File: src/rtl/rxpp_pkg.sv
package rxpp_pkg;
  typedef enum logic [1:0] {SET_STOP = 2'd0, SET_LOAD = 2'd1, SET_ARM = 2'd2} set_state_e;

  localparam logic [15:0] CMD_LOAD = 16'h0100;
  localparam logic [15:0] CMD_ARM  = 16'h9800;
  localparam logic [15:0] CMD_STOP = 16'h1100;

  localparam logic [15:0] CTL_RST_ENTER = 16'h8800;
  localparam logic [15:0] CTL_RST_EXIT  = 16'h0400;
  localparam logic [15:0] CTL_DISABLE   = 16'h1000;

  localparam int OFF_BASE   = 0;
  localparam int OFF_LEN    = 4;
  localparam int OFF_CMD    = 8;
  localparam int SET_STRIDE = 16;
  localparam int OFF_CTRL   = 32;
endpackage

File: src/rtl/rxpp_set.sv
module rxpp_set
  import rxpp_pkg::*;
#(
  parameter int DW    = 32,
  parameter int SLOTS = 8,
  parameter int CNT_W = 4
) (
  input  logic             clk_i,
  input  logic             rst_ni,
  input  logic             clr_i,
  input  logic             base_we_i,
  input  logic             len_we_i,
  input  logic             cmd_we_i,
  input  logic [DW-1:0]    wdata_i,
  input  logic             take_i,
  output logic [DW-1:0]    base_o,
  output logic [CNT_W-1:0] rem_o,
  output logic [CNT_W-1:0] idx_o,
  output set_state_e       state_o,
  output logic             done_o
);
  logic [DW-1:0]    base_q;
  logic [CNT_W-1:0] rem_q, idx_q, len_val;
  set_state_e       st_q;
  logic             done_q;
  logic [15:0]      cmd;

  assign cmd     = wdata_i[15:0];
  assign len_val = (wdata_i > DW'(SLOTS)) ? CNT_W'(SLOTS) : wdata_i[CNT_W-1:0];

  always_ff @(posedge clk_i or negedge rst_ni) begin
    if (!rst_ni) begin
      base_q <= '0;
      rem_q  <= '0;
      idx_q  <= '0;
      st_q   <= SET_STOP;
      done_q <= 1'b0;
    end else begin
      if (base_we_i) base_q <= wdata_i;

      if (len_we_i)    rem_q <= len_val;
      else if (take_i) rem_q <= rem_q - 1'b1;

      if (cmd_we_i && cmd == CMD_LOAD) idx_q <= '0;
      else if (take_i)                 idx_q <= idx_q + 1'b1;

      if (clr_i) st_q <= SET_STOP;
      else if (cmd_we_i) begin
        unique case (cmd)
          CMD_LOAD: st_q <= SET_LOAD;
          CMD_ARM:  st_q <= SET_ARM;
          CMD_STOP: st_q <= SET_STOP;
          default:  st_q <= st_q;
        endcase
      end

      // stop wins over a simultaneous last-slot take
      if (clr_i || (cmd_we_i && cmd == CMD_STOP)) done_q <= 1'b0;
      else if (take_i && rem_q == CNT_W'(1))      done_q <= 1'b1;
    end
  end

  assign base_o  = base_q;
  assign rem_o   = rem_q;
  assign idx_o   = idx_q;
  assign state_o = st_q;
  assign done_o  = done_q;
endmodule

File: src/rtl/rxpp_ctrl.sv
module rxpp_ctrl
  import rxpp_pkg::*;
#(
  parameter int DW      = 32,
  parameter int CNT_W   = 4,
  parameter int SLOT_SH = 11
) (
  input  logic             clk_i,
  input  logic             rst_ni,
  input  logic             frame_i,
  input  logic             ctl_we_i,
  input  logic [15:0]      ctl_cmd_i,
  input  set_state_e       act_state_i,
  input  logic [CNT_W-1:0] act_rem_i,
  input  logic [DW-1:0]    act_base_i,
  input  logic [CNT_W-1:0] act_idx_i,
  output logic             take_o,
  output logic             clr_o,
  output logic             act_o,
  output logic             en_o,
  output logic             inrst_o,
  output logic             err_o,
  output logic             ovf_o,
  output logic             wr_en_o,
  output logic [DW-1:0]    wr_addr_o
);
  logic en_q, inrst_q, err_q, ovf_q, act_q, wr_en_q;
  logic [DW-1:0] wr_addr_q;
  logic miss;

  assign take_o = frame_i && en_q && act_state_i == SET_ARM && act_rem_i != '0;
  assign miss   = frame_i && en_q && !take_o;
  assign clr_o  = ctl_we_i && ctl_cmd_i == CTL_RST_ENTER;

  always_ff @(posedge clk_i or negedge rst_ni) begin
    if (!rst_ni) begin
      wr_en_q   <= 1'b0;
      wr_addr_q <= '0;
    end else begin
      wr_en_q <= take_o;
      if (take_o) wr_addr_q <= act_base_i + (DW'(act_idx_i) << SLOT_SH);
    end
  end

  always_ff @(posedge clk_i or negedge rst_ni) begin
    if (!rst_ni) begin
      en_q    <= 1'b0;
      inrst_q <= 1'b0;
      err_q   <= 1'b0;
      ovf_q   <= 1'b0;
      act_q   <= 1'b0;
    end else if (clr_o) begin
      en_q    <= 1'b0;
      inrst_q <= 1'b1;
      err_q   <= 1'b0;
      ovf_q   <= 1'b0;
      act_q   <= 1'b0;
    end else begin
      if (ctl_we_i && ctl_cmd_i == CTL_RST_EXIT) begin
        inrst_q <= 1'b0;
        en_q    <= 1'b1;
      end else if (ctl_we_i && ctl_cmd_i == CTL_DISABLE) begin
        en_q <= 1'b0;
      end
      if (miss) begin
        if (act_state_i == SET_LOAD) err_q <= 1'b1;
        else                         ovf_q <= 1'b1;
      end
      if (take_o && act_rem_i == CNT_W'(1)) act_q <= ~act_q;
    end
  end

  assign act_o     = act_q;
  assign en_o      = en_q;
  assign inrst_o   = inrst_q;
  assign err_o     = err_q;
  assign ovf_o     = ovf_q;
  assign wr_en_o   = wr_en_q;
  assign wr_addr_o = wr_addr_q;
endmodule

File: src/rtl/rx_pingpong_dma.sv
module rx_pingpong_dma
  import rxpp_pkg::*;
#(
  parameter int DW         = 32,
  parameter int BUS_AW     = 8,
  parameter int SLOTS      = 8,
  parameter int SLOT_BYTES = 2048
) (
  input  logic              clk_i,
  input  logic              rst_ni,
  input  logic              bus_we_i,
  input  logic [BUS_AW-1:0] bus_addr_i,
  input  logic [DW-1:0]     bus_wdata_i,
  output logic [DW-1:0]     bus_rdata_o,
  input  logic              frame_i,
  output logic              wr_en_o,
  output logic [DW-1:0]     wr_addr_o,
  output logic              irq_o
);
  localparam int CNT_W   = $clog2(SLOTS + 1);
  localparam int SLOT_SH = $clog2(SLOT_BYTES);
  localparam int NSETS   = 2;

  logic [NSETS-1:0][DW-1:0]    base_w;
  logic [NSETS-1:0][CNT_W-1:0] rem_w, idx_w;
  set_state_e                  st_w [NSETS];
  logic [NSETS-1:0]            done_w, take_w;
  logic take_any, clr_w, act_w, en_w, inrst_w, err_w, ovf_w, ctl_we;

  assign ctl_we = bus_we_i && bus_addr_i == BUS_AW'(OFF_CTRL);

  for (genvar g = 0; g < NSETS; g++) begin : g_set
    logic base_we, len_we, cmd_we;
    assign base_we   = bus_we_i && bus_addr_i == BUS_AW'(g * SET_STRIDE + OFF_BASE);
    assign len_we    = bus_we_i && bus_addr_i == BUS_AW'(g * SET_STRIDE + OFF_LEN);
    assign cmd_we    = bus_we_i && bus_addr_i == BUS_AW'(g * SET_STRIDE + OFF_CMD);
    assign take_w[g] = take_any && (act_w == 1'(g));

    rxpp_set #(.DW(DW), .SLOTS(SLOTS), .CNT_W(CNT_W)) u_set (
      .clk_i     (clk_i),
      .rst_ni    (rst_ni),
      .clr_i     (clr_w),
      .base_we_i (base_we),
      .len_we_i  (len_we),
      .cmd_we_i  (cmd_we),
      .wdata_i   (bus_wdata_i),
      .take_i    (take_w[g]),
      .base_o    (base_w[g]),
      .rem_o     (rem_w[g]),
      .idx_o     (idx_w[g]),
      .state_o   (st_w[g]),
      .done_o    (done_w[g])
    );
  end

  rxpp_ctrl #(.DW(DW), .CNT_W(CNT_W), .SLOT_SH(SLOT_SH)) u_ctrl (
    .clk_i       (clk_i),
    .rst_ni      (rst_ni),
    .frame_i     (frame_i),
    .ctl_we_i    (ctl_we),
    .ctl_cmd_i   (bus_wdata_i[15:0]),
    .act_state_i (st_w[act_w]),
    .act_rem_i   (rem_w[act_w]),
    .act_base_i  (base_w[act_w]),
    .act_idx_i   (idx_w[act_w]),
    .take_o      (take_any),
    .clr_o       (clr_w),
    .act_o       (act_w),
    .en_o        (en_w),
    .inrst_o     (inrst_w),
    .err_o       (err_w),
    .ovf_o       (ovf_w),
    .wr_en_o     (wr_en_o),
    .wr_addr_o   (wr_addr_o)
  );

  always_comb begin
    bus_rdata_o = '0;
    for (int g = 0; g < NSETS; g++) begin
      if (bus_addr_i == BUS_AW'(g * SET_STRIDE + OFF_BASE)) bus_rdata_o = base_w[g];
      if (bus_addr_i == BUS_AW'(g * SET_STRIDE + OFF_LEN))  bus_rdata_o = DW'(rem_w[g]);
      if (bus_addr_i == BUS_AW'(g * SET_STRIDE + OFF_CMD)) begin
        unique case (st_w[g])
          SET_LOAD: bus_rdata_o = DW'(CMD_LOAD);
          SET_ARM:  bus_rdata_o = DW'(CMD_ARM);
          default:  bus_rdata_o = DW'(CMD_STOP);
        endcase
      end
    end
    if (bus_addr_i == BUS_AW'(OFF_CTRL)) begin
      bus_rdata_o[13]  = err_w;
      bus_rdata_o[8]   = |done_w;
      bus_rdata_o[5]   = act_w;
      bus_rdata_o[4]   = ovf_w;
      bus_rdata_o[3]   = inrst_w;
      bus_rdata_o[2]   = en_w;
      bus_rdata_o[1:0] = done_w;
    end
  end

  assign irq_o = err_w | (|done_w);
endmodule

File: config.mk
export PLATFORM = sky130hd
export DESIGN_NAME = rx_pingpong_dma
export DESIGN_NICKNAME = d
export VERILOG_FILES = /design/src/rtl/rxpp_pkg.sv /design/src/rtl/rxpp_set.sv /design/src/rtl/rxpp_ctrl.sv /design/src/rtl/rx_pingpong_dma.sv
export SDC_FILE = /design/constraint.sdc
export NUM_CORES = 1
export LEC_CHECK = 0
export ABC_AREA = 1
export BUFFER_PORTS_ARGS = -buffer_cell sky130_fd_sc_hd__buf_4
export CORE_AREA = 2 2 201 124
export CTS_CLUSTER_DIAMETER = 50
export CTS_CLUSTER_SIZE = 30
export DETAILED_ROUTE_END_ITERATION = 7
export DIE_AREA = 0 0 203 126
export PLACE_DENSITY = 0.58
export SYNTH_ARGS = -nofsm -noshare
export SYNTH_HDL_FRONTEND = slang
export SYNTH_SLANG_ARGS = --single-unit
File: constraint.sdc
create_clock -name clk_i -period 3.48 [get_ports clk_i]
set_clock_uncertainty 0.05 [all_clocks]
set_input_delay 0.174 -clock clk_i [delete_from_list [all_inputs] [get_ports clk_i]]
set_output_delay 0.174 -clock clk_i [all_outputs]
set_load 0.05 [all_outputs]
==> metrics.md <==
| Metric | Value |
|---|---|
| Width of the die | `203 µm` |
| Synth-to-Final Area Change | `24.4%` |
| Unrepaired setup endpoints after global routing | `false` |
| Post_cts resized | `0` |
| Largest net degree at the start of global routing | `65` |
| Hold buffer count at CTS | `4` |
| Grt met2 use | `24.9%` |
| CP endpoint kind | `flop` |
| First-pass GRT wire length | `35800 µm` |
| Post-synth ARST share | `100%` |
| Synthesized Nets | `1025` |
| Vias | `6724` |
| Detailed Place HPWL | `17000 µm` |
| N_diodes | `0` |
| GR Layer Usage met1 | `28.2%` |
| DRC | `0` |
| Rows | `44` |
| GR Layer Usage met3 | `5.12%` |
| Post-synth cell types | `40` |
| TritonRoute pass-1 iters | `5` |
| Cell Pwr Density | `405 mW/mm²` |
| Synthesized area per cell | `7.24 µm²` |
| Most Crowded Layer GR | `met1` |
| Total gr overflow | `0` |
| Fill cell count | `2545` |
| Total CTS buffers | `17` |
| Die area | `0.0256 mm²` |
| Status | `finished clean` |
| Ports | `110` |
| Most common cell after layout, fill and taps aside | `nand2_1` |
| Initial antenna violation count | `0` |
| Commonest non-fill, non-tap cells in the layout | `nand2_1 (332), dfrtp_1 (124), inv_1 (122), o21ai_0 (122), buf_4 (117)` |
| Post-CTS setup buffers | `0` |
| Vias in the first global route | `6380` |
| Max cap viols | `0` |
| Area of the multi-input gates | `0.00326 mm²` |
| Synthesized area | `0.00703 mm²` |
| Fin Setup TNS | `0 ps` |
| Total core area | `0.0237 mm²` |
| Die Span Y | `126 µm` |
| #FFs+latches synth | `124` |
| Worst skew pair latency | `420 ps` |
| WP data arrival | `3240 ps` |
| Vias/cell | `4.76` |
| Worst Max-Slew Pin Slew | `1100 ps` |
| Number of flops mapped to enable cells by yosys | `0` |
| Tot Pwr | `3.54 mW` |
| TritonCTS clock tree | `built` |
| GRT Util Overall | `18.1%` |
| CTS Root Cell | `clkbuf_16` |
| Nets | `1132` |
| Routed len/inst | `15.9 µm` |
| CP Launch Type | `flop` |
| Synth Flop Type | `dfrtp_1` |
| Worst-path maximum fanout | `24` |
| CP required | `3730 ps` |
| Worst-case clock buffer depth | `2` |
| Max_slew headroom | `26.8%` |
| Reg area | `0.00310 mm²` |
| Reg clk slew, reported paths | `60 ps` |
| Setup violation total in the final timing report | `0` |
| Fin crit period | `2980 ps` |
| Final wirelength | `22500 µm` |
| Starting Density | `29.6%` |
| Final Max Tran Viols | `0` |
| CTS Sinks | `124` |
| Final Wtd Congestion | `0.854` |
| Leakage Power | `4.29 nW` |
| Drt initial violations | `667` |
| Layout cells sized above 1 | `15.7%` |
| Sequential fraction of the synthesis area | `44.2%` |
| Fmax | `335 MHz` |
| Synth Instances | `970` |
| Final ANT Viol Nets | `0` |
| Final Hold Viols | `0` |
| VDD IR max | `0.241 mV` |
| H-tree Lvls | `4` |
| Fin crit share | `85.8%` |
| Hold Path Class | `primary input to flop` |
| Syn. warnings | `0` |
| I/O Buffers | `109` |
| Kind of critical path | `flop to flop` |
==> worst max-delay path, cell delays in order, from the launching register on <==
cell and delay (ps):
dfrtp_1 800, inv_2 340, nand3_1 190, nand2_1 90, nand3b_2 150, nand3_1 350, inv_1 620, nand3_1 130
nand2_1 90, nor2_1 40
==> Yosys cell counts, types with 2 or more instances <==
cell type | number | area, µm²
buf_2 | 9 | 45.0
nor3_1 | 10 | 50.1
o21ai_0 | 122 | 611
clkbuf_1 | 13 | 48.8
nor3b_1 | 2 | 15.0
o22ai_1 | 8 | 50.1
nor4_1 | 2 | 12.5
a21oi_1 | 16 | 80.1
xnor2_1 | 4 | 35.0
nand2_2 | 5 | 31.3
nand3_1 | 54 | 270
buf_6 | 4 | 45.0
inv_1 | 122 | 458
o221ai_1 | 3 | 26.3
nand2_1 | 332 | 1250
nand4_1 | 20 | 125
xor2_1 | 5 | 43.8
a32o_1 | 4 | 40.0
nor2_1 | 51 | 191
buf_4 | 7 | 52.6
ha_1 | 10 | 125
o211ai_1 | 10 | 75.1
nor2_2 | 6 | 37.5
o21ai_2 | 3 | 26.3
inv_2 | 4 | 15.0
dfrtp_1 | 124 | 3100
o21ai_1 | 6 | 30.0
nand3b_1 | 2 | 15.0
==> final cells by class <==
class,instances,share of cell area (%)
well taps,322,4.61
repair buffers,121,10.5
flip-flops and latches,124,35.5
inverters,126,5.41
clock inverters,13,1.65
clock buffers,19,5.07
multi-input cells,687,37.3
==> sequential cells by signal, summed over array words and instances, names as in the netlist <==
| name | count |
|---|---|
| g_set.u_set.base_o | 64 |
| u_ctrl.wr_addr_o | 32 |
| g_set.u_set.idx_o | 8 |
| g_set.u_set.rem_o | 8 |
| g_set.u_set.state_o | 4 |
| g_set.u_set.done_o | 2 |
| u_ctrl.act_o | 1 |
| u_ctrl.en_o | 1 |
| u_ctrl.err_o | 1 |
| u_ctrl.inrst_o | 1 |
| u_ctrl.ovf_o | 1 |
| u_ctrl.wr_en_o | 1 |
==> report_power, final <==
group | switching [mW] | leakage [nW] | internal (mW)
sequential | 0.0358 | 1.66 | 1.49
clock | 0.693 | 0.276 | 1.08
combinational | 0.159 | 2.35 | 0.0904
total | 0.888 | 4.29 | 2.65
==> logic make-up (layout without fill, tap and decap cells) <==
family                   Yosys count  count (layout)  synth area share (%)
AO/OA/AOI/OAI                    178             178                  14.0
XOR/XNOR                           9               9                  1.12
flip-flops                       124             124                  44.2
adder cells (fa/ha/maj)           11              11                  2.07
buffers and inverters            159             279                  9.46
AND/OR/NAND/NOR                  489             489                  29.2
==> metal layers <==
layer / vias to the layer above / part of all wire [%]
li1: 3342 / -
met1: 3154 / 53
met2: 215 / 40
met3: 13 / 7.2
met4: 0 / 0.50
met5: - / 0
==> path summary, 6_finish.rpt <==
path	startpoint	to	slack, ps	cells after the start
min in group asynchronous	rst_ni	u_ctrl.wr_addr_o[7]$_DFFE_PN0P_	350	2
max	u_ctrl.act_o$_DFFE_PN0P_	g_set[0].u_set.idx_o[2]$_DFFE_PN0P_	500	9
max reg2reg	u_ctrl.act_o$_DFFE_PN0P_	g_set[0].u_set.idx_o[2]$_DFFE_PN0P_	500	9
min reg2reg	g_set[0].u_set.rem_o[1]$_DFFE_PN0P_	g_set[0].u_set.rem_o[1]$_DFFE_PN0P_	430	2
max in group asynchronous	rst_ni	u_ctrl.wr_addr_o[8]$_DFFE_PN0P_	2200	3
min	bus_wdata_i[21]	g_set[1].u_set.base_o[21]$_DFFE_PN0P_	20	3
==> per-stage QoR <==
stage	instance area (µm²)	util (%)	worst slack [ps]	hold slack (ps)	cells
3_5_place_dp	8120	34.2	557	250	1376
6_report	8740	36.8	495	16.6	1412
5_1_grt	8740	36.8	254	24.3	1412
2_1_floorplan	7030	-	823	-172	970
3_3_place_gp	8120	34.2	664	248	1376
4_1_cts	8740	36.8	540	8.68	1412
Power figures use the tool's default switching activity.
